**src/rtl/spw_pkg.sv**
```systemverilog
package spw_pkg;

   typedef enum logic [2:0] {
      S_IDLE,
      S_DESEL,
      S_CMD,
      S_DRAIN,
      S_DATA,
      S_DONE
   } spw_state_e;

   localparam logic [7:0] CMD_COL_HI    = 8'h10;
   localparam logic [7:0] CMD_COL_LO    = 8'h00;
   localparam logic [7:0] CMD_PAGE_BASE = 8'hB0;

   function automatic logic [7:0] page_cmd(input logic [3:0] pg);
      return CMD_PAGE_BASE | {4'h0, pg};
   endfunction

endpackage

```
**src/rtl/spw_byte_shifter.sv**
```systemverilog
module spw_byte_shifter #(
   parameter int CLK_DIV = 2
) (
   input  logic       clk,
   input  logic       rst_n,
   input  logic       load_i,
   input  logic [7:0] byte_i,
   output logic       busy_o,
   output logic       sck_o,
   output logic       mosi_o
);

   localparam int DIV_W = (CLK_DIV > 1) ? $clog2(CLK_DIV) : 1;

   logic [7:0] sh_q;
   logic [2:0] bit_q;
   logic       ph_q;
   logic       busy_q;
   logic       sck_q;
   logic       tick;

   generate
      if (CLK_DIV < 1) begin : g_bad_div
         $error("spw_byte_shifter: CLK_DIV must be at least 1");
      end
      if (CLK_DIV == 1) begin : g_nodiv
         assign tick = 1'b1;
      end else begin : g_div
         logic [DIV_W-1:0] div_q;
         always_ff @(posedge clk or negedge rst_n) begin
            if (!rst_n) begin
               div_q <= '0;
            end else if (load_i || !busy_q || div_q == DIV_W'(CLK_DIV - 1)) begin
               div_q <= '0;
            end else begin
               div_q <= div_q + 1'b1;
            end
         end
         assign tick = (div_q == DIV_W'(CLK_DIV - 1));
      end
   endgenerate

   always_ff @(posedge clk or negedge rst_n) begin
      if (!rst_n) begin
         sh_q   <= '0;
         bit_q  <= '0;
         ph_q   <= 1'b0;
         busy_q <= 1'b0;
         sck_q  <= 1'b0;
      end else if (load_i) begin
         sh_q   <= byte_i;
         bit_q  <= '0;
         ph_q   <= 1'b0;
         busy_q <= 1'b1;
         sck_q  <= 1'b0;
      end else if (busy_q && tick) begin
         if (!ph_q) begin
            ph_q  <= 1'b1;
            sck_q <= 1'b1;
         end else begin
            ph_q  <= 1'b0;
            sck_q <= 1'b0;
            if (bit_q == 3'd7) begin
               busy_q <= 1'b0;
            end else begin
               bit_q <= bit_q + 1'b1;
               sh_q  <= {sh_q[6:0], 1'b0};
            end
         end
      end
   end

   assign busy_o = busy_q;
   assign sck_o  = sck_q;
   assign mosi_o = sh_q[7];

   // data line holds while the serial clock is high
   a_r5_mosi_hold: assert property (@(posedge clk) disable iff (!rst_n)
      (sck_q && $past(sck_q)) |-> $stable(sh_q[7]));

   // a new byte is only accepted when the previous one is finished
   a_r9_load_when_idle: assert property (@(posedge clk) disable iff (!rst_n)
      load_i |-> !busy_q);

endmodule

```
**src/rtl/spw_seq.sv**
```systemverilog
module spw_seq
   import spw_pkg::*;
#(
   parameter int COLS        = 128,
   parameter int NUM_STRIPES = 4,
   parameter int IDX_W       = 3,
   parameter int CS_GAP      = 2,
   localparam int COL_W      = $clog2(COLS),
   localparam int ADDR_W     = COL_W + 1
) (
   input  logic              clk,
   input  logic              rst_n,
   input  logic              start_i,
   input  logic [IDX_W-1:0]  stripe_i,
   output logic              rd_en_o,
   output logic [ADDR_W-1:0] rd_addr_o,
   input  logic [7:0]        rd_data_i,
   input  logic              sh_busy_i,
   output logic              sh_load_o,
   output logic [7:0]        sh_byte_o,
   output logic              csn_o,
   output logic              dc_o,
   output logic              done_o,
   output logic              err_o
);

   localparam int SW    = (NUM_STRIPES > 1) ? $clog2(NUM_STRIPES) : 1;
   localparam int CNT_W = COL_W + 1;
   localparam int GAP_W = (CS_GAP > 1) ? $clog2(CS_GAP) : 1;

   spw_state_e        state_q;
   logic [SW-1:0]     stripe_q;
   logic              half_q;
   logic [1:0]        cmd_idx_q;
   logic [GAP_W-1:0]  gap_q;
   logic [CNT_W-1:0]  rd_cnt_q;
   logic [CNT_W-1:0]  sent_q;
   logic              pend_q;
   logic              nxt_vld_q;
   logic [7:0]        nxt_q;
   logic              err_q;
   logic              idx_ok;
   logic [3:0]        page;
   logic [7:0]        cmd_byte;

   assign idx_ok = (int'(stripe_i) < NUM_STRIPES);
   assign page   = 4'({stripe_q, half_q});

   always_comb begin
      case (cmd_idx_q)
         2'd0:    cmd_byte = CMD_COL_HI;
         2'd1:    cmd_byte = CMD_COL_LO;
         default: cmd_byte = page_cmd(page);
      endcase
   end

   assign rd_en_o   = (state_q == S_DATA) && !nxt_vld_q && !pend_q &&
                      (rd_cnt_q < CNT_W'(COLS));
   assign rd_addr_o = {half_q, rd_cnt_q[COL_W-1:0]};
   assign sh_load_o = !sh_busy_i &&
                      ((state_q == S_CMD) || (state_q == S_DATA && nxt_vld_q));
   assign sh_byte_o = (state_q == S_DATA) ? nxt_q : cmd_byte;
   assign csn_o     = (state_q == S_IDLE) || (state_q == S_DESEL) || (state_q == S_DONE);
   assign dc_o      = (state_q == S_DATA);
   assign done_o    = (state_q == S_DONE);
   assign err_o     = err_q;

   always_ff @(posedge clk or negedge rst_n) begin
      if (!rst_n) begin
         state_q   <= S_IDLE;
         stripe_q  <= '0;
         half_q    <= 1'b0;
         cmd_idx_q <= '0;
         gap_q     <= '0;
         rd_cnt_q  <= '0;
         sent_q    <= '0;
         pend_q    <= 1'b0;
         nxt_vld_q <= 1'b0;
         nxt_q     <= '0;
         err_q     <= 1'b0;
      end else begin
         err_q <= start_i && (state_q == S_IDLE) && !idx_ok;
         case (state_q)
            S_IDLE: begin
               if (start_i && idx_ok) begin
                  stripe_q <= SW'(stripe_i);
                  half_q   <= 1'b0;
                  gap_q    <= '0;
                  state_q  <= S_DESEL;
               end
            end
            S_DESEL: begin
               if (gap_q == GAP_W'(CS_GAP - 1)) begin
                  cmd_idx_q <= '0;
                  state_q   <= S_CMD;
               end else begin
                  gap_q <= gap_q + 1'b1;
               end
            end
            S_CMD: begin
               if (sh_load_o) begin
                  if (cmd_idx_q == 2'd2) state_q <= S_DRAIN;
                  else cmd_idx_q <= cmd_idx_q + 1'b1;
               end
            end
            S_DRAIN: begin
               if (!sh_busy_i) begin
                  rd_cnt_q  <= '0;
                  sent_q    <= '0;
                  pend_q    <= 1'b0;
                  nxt_vld_q <= 1'b0;
                  state_q   <= S_DATA;
               end
            end
            S_DATA: begin
               pend_q <= rd_en_o;
               if (rd_en_o) rd_cnt_q <= rd_cnt_q + 1'b1;
               if (pend_q) begin
                  nxt_q     <= rd_data_i;
                  nxt_vld_q <= 1'b1;
               end else if (sh_load_o) begin
                  nxt_vld_q <= 1'b0;
               end
               if (sh_load_o) sent_q <= sent_q + 1'b1;
               if (sent_q == CNT_W'(COLS) && !sh_busy_i) begin
                  if (!half_q) begin
                     half_q  <= 1'b1;
                     gap_q   <= '0;
                     state_q <= S_DESEL;
                  end else begin
                     state_q <= S_DONE;
                  end
               end
            end
            default: state_q <= S_IDLE;
         endcase
      end
   end

   // never two reads in consecutive cycles, so at most one in flight
   a_r9_single_read: assert property (@(posedge clk) disable iff (!rst_n)
      rd_en_o |=> !rd_en_o);

   // a rejected index leaves the sequencer idle
   a_r7_reject_idle: assert property (@(posedge clk) disable iff (!rst_n)
      err_o |-> (state_q == S_IDLE));

   // the done pulse arrives only once the serial line is quiet
   a_r6_done_quiet: assert property (@(posedge clk) disable iff (!rst_n)
      done_o |-> !sh_busy_i);

   // bytes are only launched with the chip selected
   a_r2_sel_before_load: assert property (@(posedge clk) disable iff (!rst_n)
      sh_load_o |-> !csn_o);

endmodule

```
**src/rtl/stripe_page_writer.sv**
```systemverilog
module stripe_page_writer #(
   parameter int COLS        = 128,
   parameter int NUM_STRIPES = 4,
   parameter int IDX_W       = 3,
   parameter int CLK_DIV     = 2,
   parameter int CS_GAP      = 2,
   localparam int ADDR_W     = $clog2(COLS) + 1
) (
   input  logic              clk,
   input  logic              rst_n,
   input  logic              start_i,
   input  logic [IDX_W-1:0]  stripe_i,
   output logic              rd_en_o,
   output logic [ADDR_W-1:0] rd_addr_o,
   input  logic [7:0]        rd_data_i,
   output logic              lcd_csn_o,
   output logic              lcd_dc_o,
   output logic              lcd_sck_o,
   output logic              lcd_mosi_o,
   output logic              done_o,
   output logic              err_o
);

   generate
      if (COLS < 2 || (COLS & (COLS - 1)) != 0 || COLS > 256) begin : g_bad_cols
         $error("stripe_page_writer: COLS must be a power of two from 2 to 256");
      end
      if (NUM_STRIPES < 1 || 2 * NUM_STRIPES > 16) begin : g_bad_stripes
         $error("stripe_page_writer: page number must fit the low nibble");
      end
      if ((1 << IDX_W) < NUM_STRIPES) begin : g_bad_idx
         $error("stripe_page_writer: IDX_W too narrow for NUM_STRIPES");
      end
      if (CS_GAP < 1) begin : g_bad_gap
         $error("stripe_page_writer: CS_GAP must be at least 1");
      end
   endgenerate

   logic       sh_busy;
   logic       sh_load;
   logic [7:0] sh_byte;

   spw_seq #(
      .COLS        (COLS),
      .NUM_STRIPES (NUM_STRIPES),
      .IDX_W       (IDX_W),
      .CS_GAP      (CS_GAP)
   ) u_seq (
      .clk       (clk),
      .rst_n     (rst_n),
      .start_i   (start_i),
      .stripe_i  (stripe_i),
      .rd_en_o   (rd_en_o),
      .rd_addr_o (rd_addr_o),
      .rd_data_i (rd_data_i),
      .sh_busy_i (sh_busy),
      .sh_load_o (sh_load),
      .sh_byte_o (sh_byte),
      .csn_o     (lcd_csn_o),
      .dc_o      (lcd_dc_o),
      .done_o    (done_o),
      .err_o     (err_o)
   );

   spw_byte_shifter #(
      .CLK_DIV (CLK_DIV)
   ) u_shift (
      .clk    (clk),
      .rst_n  (rst_n),
      .load_i (sh_load),
      .byte_i (sh_byte),
      .busy_o (sh_busy),
      .sck_o  (lcd_sck_o),
      .mosi_o (lcd_mosi_o)
   );

   // mode and select lines do not move while a byte is shifting
   a_r4_mode_steady: assert property (@(posedge clk) disable iff (!rst_n)
      (sh_busy && $past(sh_busy)) |-> ($stable(lcd_dc_o) && $stable(lcd_csn_o)));

endmodule

```
**config.mk**
```make
export PLATFORM = sky130hd
export DESIGN_NAME = stripe_page_writer
export DESIGN_NICKNAME = d
export VERILOG_FILES = /design/src/rtl/spw_pkg.sv /design/src/rtl/spw_byte_shifter.sv /design/src/rtl/spw_seq.sv /design/src/rtl/stripe_page_writer.sv
export SDC_FILE = /design/constraint.sdc
export NUM_CORES = 1
export LEC_CHECK = 0
export BUFFER_PORTS_ARGS = -buffer_cell sky130_fd_sc_hd__buf_2
export CORE_MARGIN = 10
export CORE_UTILIZATION = 35
export DETAILED_ROUTE_END_ITERATION = 7
export PLACE_DENSITY = 0.57
export SLEW_MARGIN = 40
export SYNTH_ARGS = -nofsm -noshare
export SYNTH_HDL_FRONTEND = slang
export SYNTH_HIERARCHICAL = 1
export SYNTH_SLANG_ARGS = --single-unit
```
**constraint.sdc**
```tcl
create_clock -name clk -period 2.35 [get_ports clk]
set_input_delay 0.235 -clock clk [delete_from_list [all_inputs] [get_ports clk]]
set_output_delay 0.235 -clock clk [all_outputs]
set_load 0.02 [all_outputs]
```
==> PnR_summary.wiki <==
{| class="wikitable"
! Metric !! Value
|-
| Cell area after layout || 3102 um2
|-
| Start point of the worst min-delay path || rd_data_i[7]
|-
| Total Die Area || approximately 12,000 um2
|-
| Remaining design rule violation count || 0
|-
| Number of CTS-inserted buffers || 5
|-
| Dpl hpwl || about 4.3 mm
|-
| Master cell of the clock root buffer || sky130_fd_sc_hd__clkbuf_8
|-
| DR iter-0 viols || around 110
|-
| Setup repair after global routing missed its margin || no
|-
| Relative contribution of sequential cells to total power || 57.0%
|-
| Area grow syn2layout || 12.58%
|-
| Worst setup SP type || register
|-
| Pins over their slew limit || 0
|-
| End-of-flow core utilization || approximately 40%
|-
| Power density relative to cell area || 487.5 nW/um2
|-
| Sequential fraction of the synthesis area || 45.41%
|-
| Arrival time worst endpoint || 1.92 ns
|-
| Clock transition at the registers of the reported paths || 0.10 ns
|-
| Sink Count || 50
|-
| Placement Rows || 32
|-
| Min Tclk post-route || 2.159 ns
|-
| Floorplan die width || 108.7 um
|-
| Top-level port count || 29
|-
| Final net count || 318
|-
| Number of enable-type register cells in the synthesized netlist || 0
|-
| Final Worst Setup Slack || 0.1911 ns
|-
| Clk Latency, worst-skew pair || 0.30 ns
|-
| Crit-path most repeated cell || sky130_fd_sc_hd__inv_1
|-
| Fraction of power spent switching nets || 21.34%
|-
| Static power due to leakage || 1.507 nW
|-
| Wire length of the first global-routing pass || 10.03 mm
|-
| Weighted congestion at the end of routability-driven global placement || 0.7665
|-
| Highest achievable clock rate || 463.2 MHz
|-
| Synth Net Count || 292
|-
| Proportion of register bits with asynchronous set or reset after synthesis || 100.0%
|-
| Synthesis warning total || 6
|-
| Share of the cycle needed by the critical path after routing || 91.87%
|-
| Leading post-synthesis cells by cell area || sky130_fd_sc_hd__dfrtp_1 45%, sky130_fd_sc_hd__mux2_2 4.9%, sky130_fd_sc_hd__mux2i_1 4.7%
|-
| End of the worst register-to-register path || u_seq/nxt_q[3]
|-
| Depth of the worst register-to-register path || 4
|-
| Synthesized area divided by synthesized cell count || 10.24 um2
|-
| Startpoint of the most critical register-to-register path || u_seq/state_q[2]
|-
| Transition at the pin with the smallest max-transition slack || 0.7401 ns
|-
| # H-tree levels || 2
|-
| Largest net degree at the start of global routing || 40
|-
| CP Capture Type || primary output
|-
| Leftover overflow at the end of global routing || 0
|-
| Leading cell type in the layout, fill and taps excluded || sky130_fd_sc_hd__dfrtp_1
|-
| Vias in the first global route || 2,014
|-
| Standard cell area after detailed placement || slightly below 3000 um2
|-
| Core Area || roughly 7700 um2
|-
| Max incr delay on CP || 0.54 ns
|-
| Post-synth top area cell || sky130_fd_sc_hd__dfrtp_1
|-
| Router iterations before antenna repair || 4
|-
| CTS tree || built
|-
| Path class of the lowest-slack min-delay path || input port to register
|-
| Setup slack of the worst register-to-register path || 0.46 ns
|-
| Critical path cell sequence || or3b_1, inv_1, buf_4, nand2_1, inv_1, buf_2
|-
| Seq cells post-synth || 50
|-
| Highest ir drop seen on vdd || around 0.00022 V
|-
| Fraction of synthesized cell area taken by the top area cell type || 45.41%
|-
| Aggregate routed wire length || between 5 and 6 mm
|-
| Maximum root-to-sink buffer count || 2
|-
| DP Worst Slack || 0.4660 ns
|-
| Total Routing Usage GR || 10.36%
|-
| Cell internal pwr || 0.001189 W
|-
| Vias after detailed routing || 2,023
|-
| NetSw || 0.0003226 W
|-
| Antenna Nets Post-Route || 0
|-
| Wire per inst || roughly 15 um
|-
| Initial core utilization || a little over a third
|-
| Worst slew margin || 49.99%
|-
| Clock group share of total power || 40.5%
|-
| Buffers added on ports || 28
|-
| Syn Inst Count || around 270
|-
| Part of the total power dissipated in combinational logic || 2.5%
|-
| Via density per instance || 5.083
|-
| Hold Path End || u_seq/nxt_q[7]
|-
| Number of distinct library cell variants in the gate-level netlist after synthesis || just over 50
|-
| Most used cells in the layout excluding fill and tap cells || 50 x sky130_fd_sc_hd__dfrtp_1, 27 x sky130_fd_sc_hd__buf_2, 25 x sky130_fd_sc_hd__nand2_1, 13 x sky130_fd_sc_hd__buf_4, 13 x sky130_fd_sc_hd__mux2i_1
|-
| Share of cells above drive strength 1 || 22.30%
|-
| Endpoints failing hold || 0
|-
| Post-Syn Area || 2755 um2
|-
| Max FO, Critical Path || 14
|-
| Max Cap Viol || 0
|-
| Type of the worst setup path || register to primary output
|-
| Setup Fix Bufs, Post-CTS || 0
|-
| Antenna cell count || 0
|-
| Hold Path Stages || 2
|-
| Total Neg Setup Slack || 0 ns
|-
| Most common flop cell mapped by yosys || sky130_fd_sc_hd__dfrtp_1
|-
| Status || complete, no violations
|-
| Initial antenna violation count || 0
|-
| Final setup violating endpoints || 0
|-
| Crit path required time || 2.12 ns
|-
| CP max stage cell || sky130_fd_sc_hd__dfrtp_1
|-
| Layout Skew || slightly above 0.007 ns
|-
| Die Y || 108.7 um
|}
-- registers in the layout (all words and copies together), names as in the netlist --
name	cells
u_seq/cmd_idx_q	2
u_seq/err_o	1
u_seq/gap_q	1
u_seq/half_q	1
u_seq/nxt_q	8
u_seq/nxt_vld_q	1
u_seq/pend_q	1
u_seq/rd_cnt_q	8
u_seq/sent_q	8
u_seq/state_q	3
u_seq/stripe_q	2
u_shift/bit_q	3
u_shift/busy_o	1
u_shift/g_div.div_q	1
u_shift/sck_o	1
u_shift/sh_q	8
-- how the worst max path moves through the flow --
stage	from	endpoint	cells after the start
final	u_seq/state_q[2]	rd_en_o	6
after floorplan	u_seq/cmd_idx_q[0]	u_seq/cmd_idx_q[0]	5
after global placement	u_seq/state_q[1]	u_seq/cmd_idx_q[0]	4
after detailed placement	u_seq/state_q[2]	u_seq/nxt_q[3]	4
after CTS	u_seq/state_q[2]	rd_en_o	6
after global routing	u_seq/state_q[2]	rd_en_o	6
-- layout make-up --
class,count,area [um2]
well taps,102,127.6
inverters,12,45.04
multi-input cells,185,1326
fillers,816,4586
clock inverters,3,40.04
flip-flops and latches,50,1251
clock buffers,5,68.82
repair buffers,41,242.7
-- power by group through the flow --
stage / sequential, W / clock [W] / combinational, W
finish: 0.000862 / 0.000613 / 0.0000376
global route: 0.000862 / 0.000667 / 0.0000435
CTS: 0.000862 / 0.000625 / 0.0000397
detailed placement: 0.000879 / 0 / 0.0000381
global placement: 0.000879 / 0 / 0.0000384
floorplan: 0.000879 / 0 / 0.00000496
-- cells in the mapped netlist, drive strengths merged (2+ instances only) --
master / number
or3b: 2
a22o: 3
o31ai: 3
nand3: 10
or4b: 4
nor4: 4
a21oi: 12
o311ai: 2
or3: 2
nor3b: 2
and2: 4
and4b: 2
nor3: 4
ha: 9
nor4bb: 3
mux2: 12
a21o: 6
a31oi: 2
a2111oi: 2
nand2b: 6
nor2: 12
nand4: 3
nor2b: 3
a211o: 2
o2111ai: 2
nand3b: 3
a2bb2oi: 3
nand4bb: 2
clkbuf: 6
buf: 16
mux2i: 13
nand2: 25
o21ai: 11
inv: 12
dfrtp: 50
xor2: 2
-- what timing repair did --
action / CTS / global route
endpoints found under the hold margin: 37 / 0
gates resized for setup: 0 / 0
hold buffers: 1 / 0
-- metal layers --
| layer | track usage (%) | part of all wire (%) |
|---|---|---|
| met1 | 14.23 | 51 |
| met2 | 15.60 | 43 |
| met3 | 3.009 | 5.3 |
| met4 | 2.637 | 0.68 |
| met5 | 0 | 0 |
-- logic make-up after synthesis --
logic type	synth area share, %
simple gates	20.03
buf+inv	6.630
xor+xnor	0.6359
flops	45.41
compound gates	13.58
mux	9.627
fa+ha+maj	4.087
-- worst max-delay path: cells and delay by family (launching register included) --
kind	cells	cell delay (ns)
flip-flops	1	0.54
AND/OR/NAND/NOR	2	0.53
buffers and inverters	4	0.56
-- stage by stage --
stage / hold slack, ns / std cells / total power [W]
final: 0.1593 / 398 / 0.001512
after global routing: 0.1476 / 398 / 0.001573
after CTS: 0.1541 / 398 / 0.001527
after detailed placement: 0.2470 / 389 / 0.0009171
after global placement: 0.4315 / 389 / 0.0009174
after floorplan: -0.06059 / 269 / 0.0008836
Power figures use the tool's default switching activity.
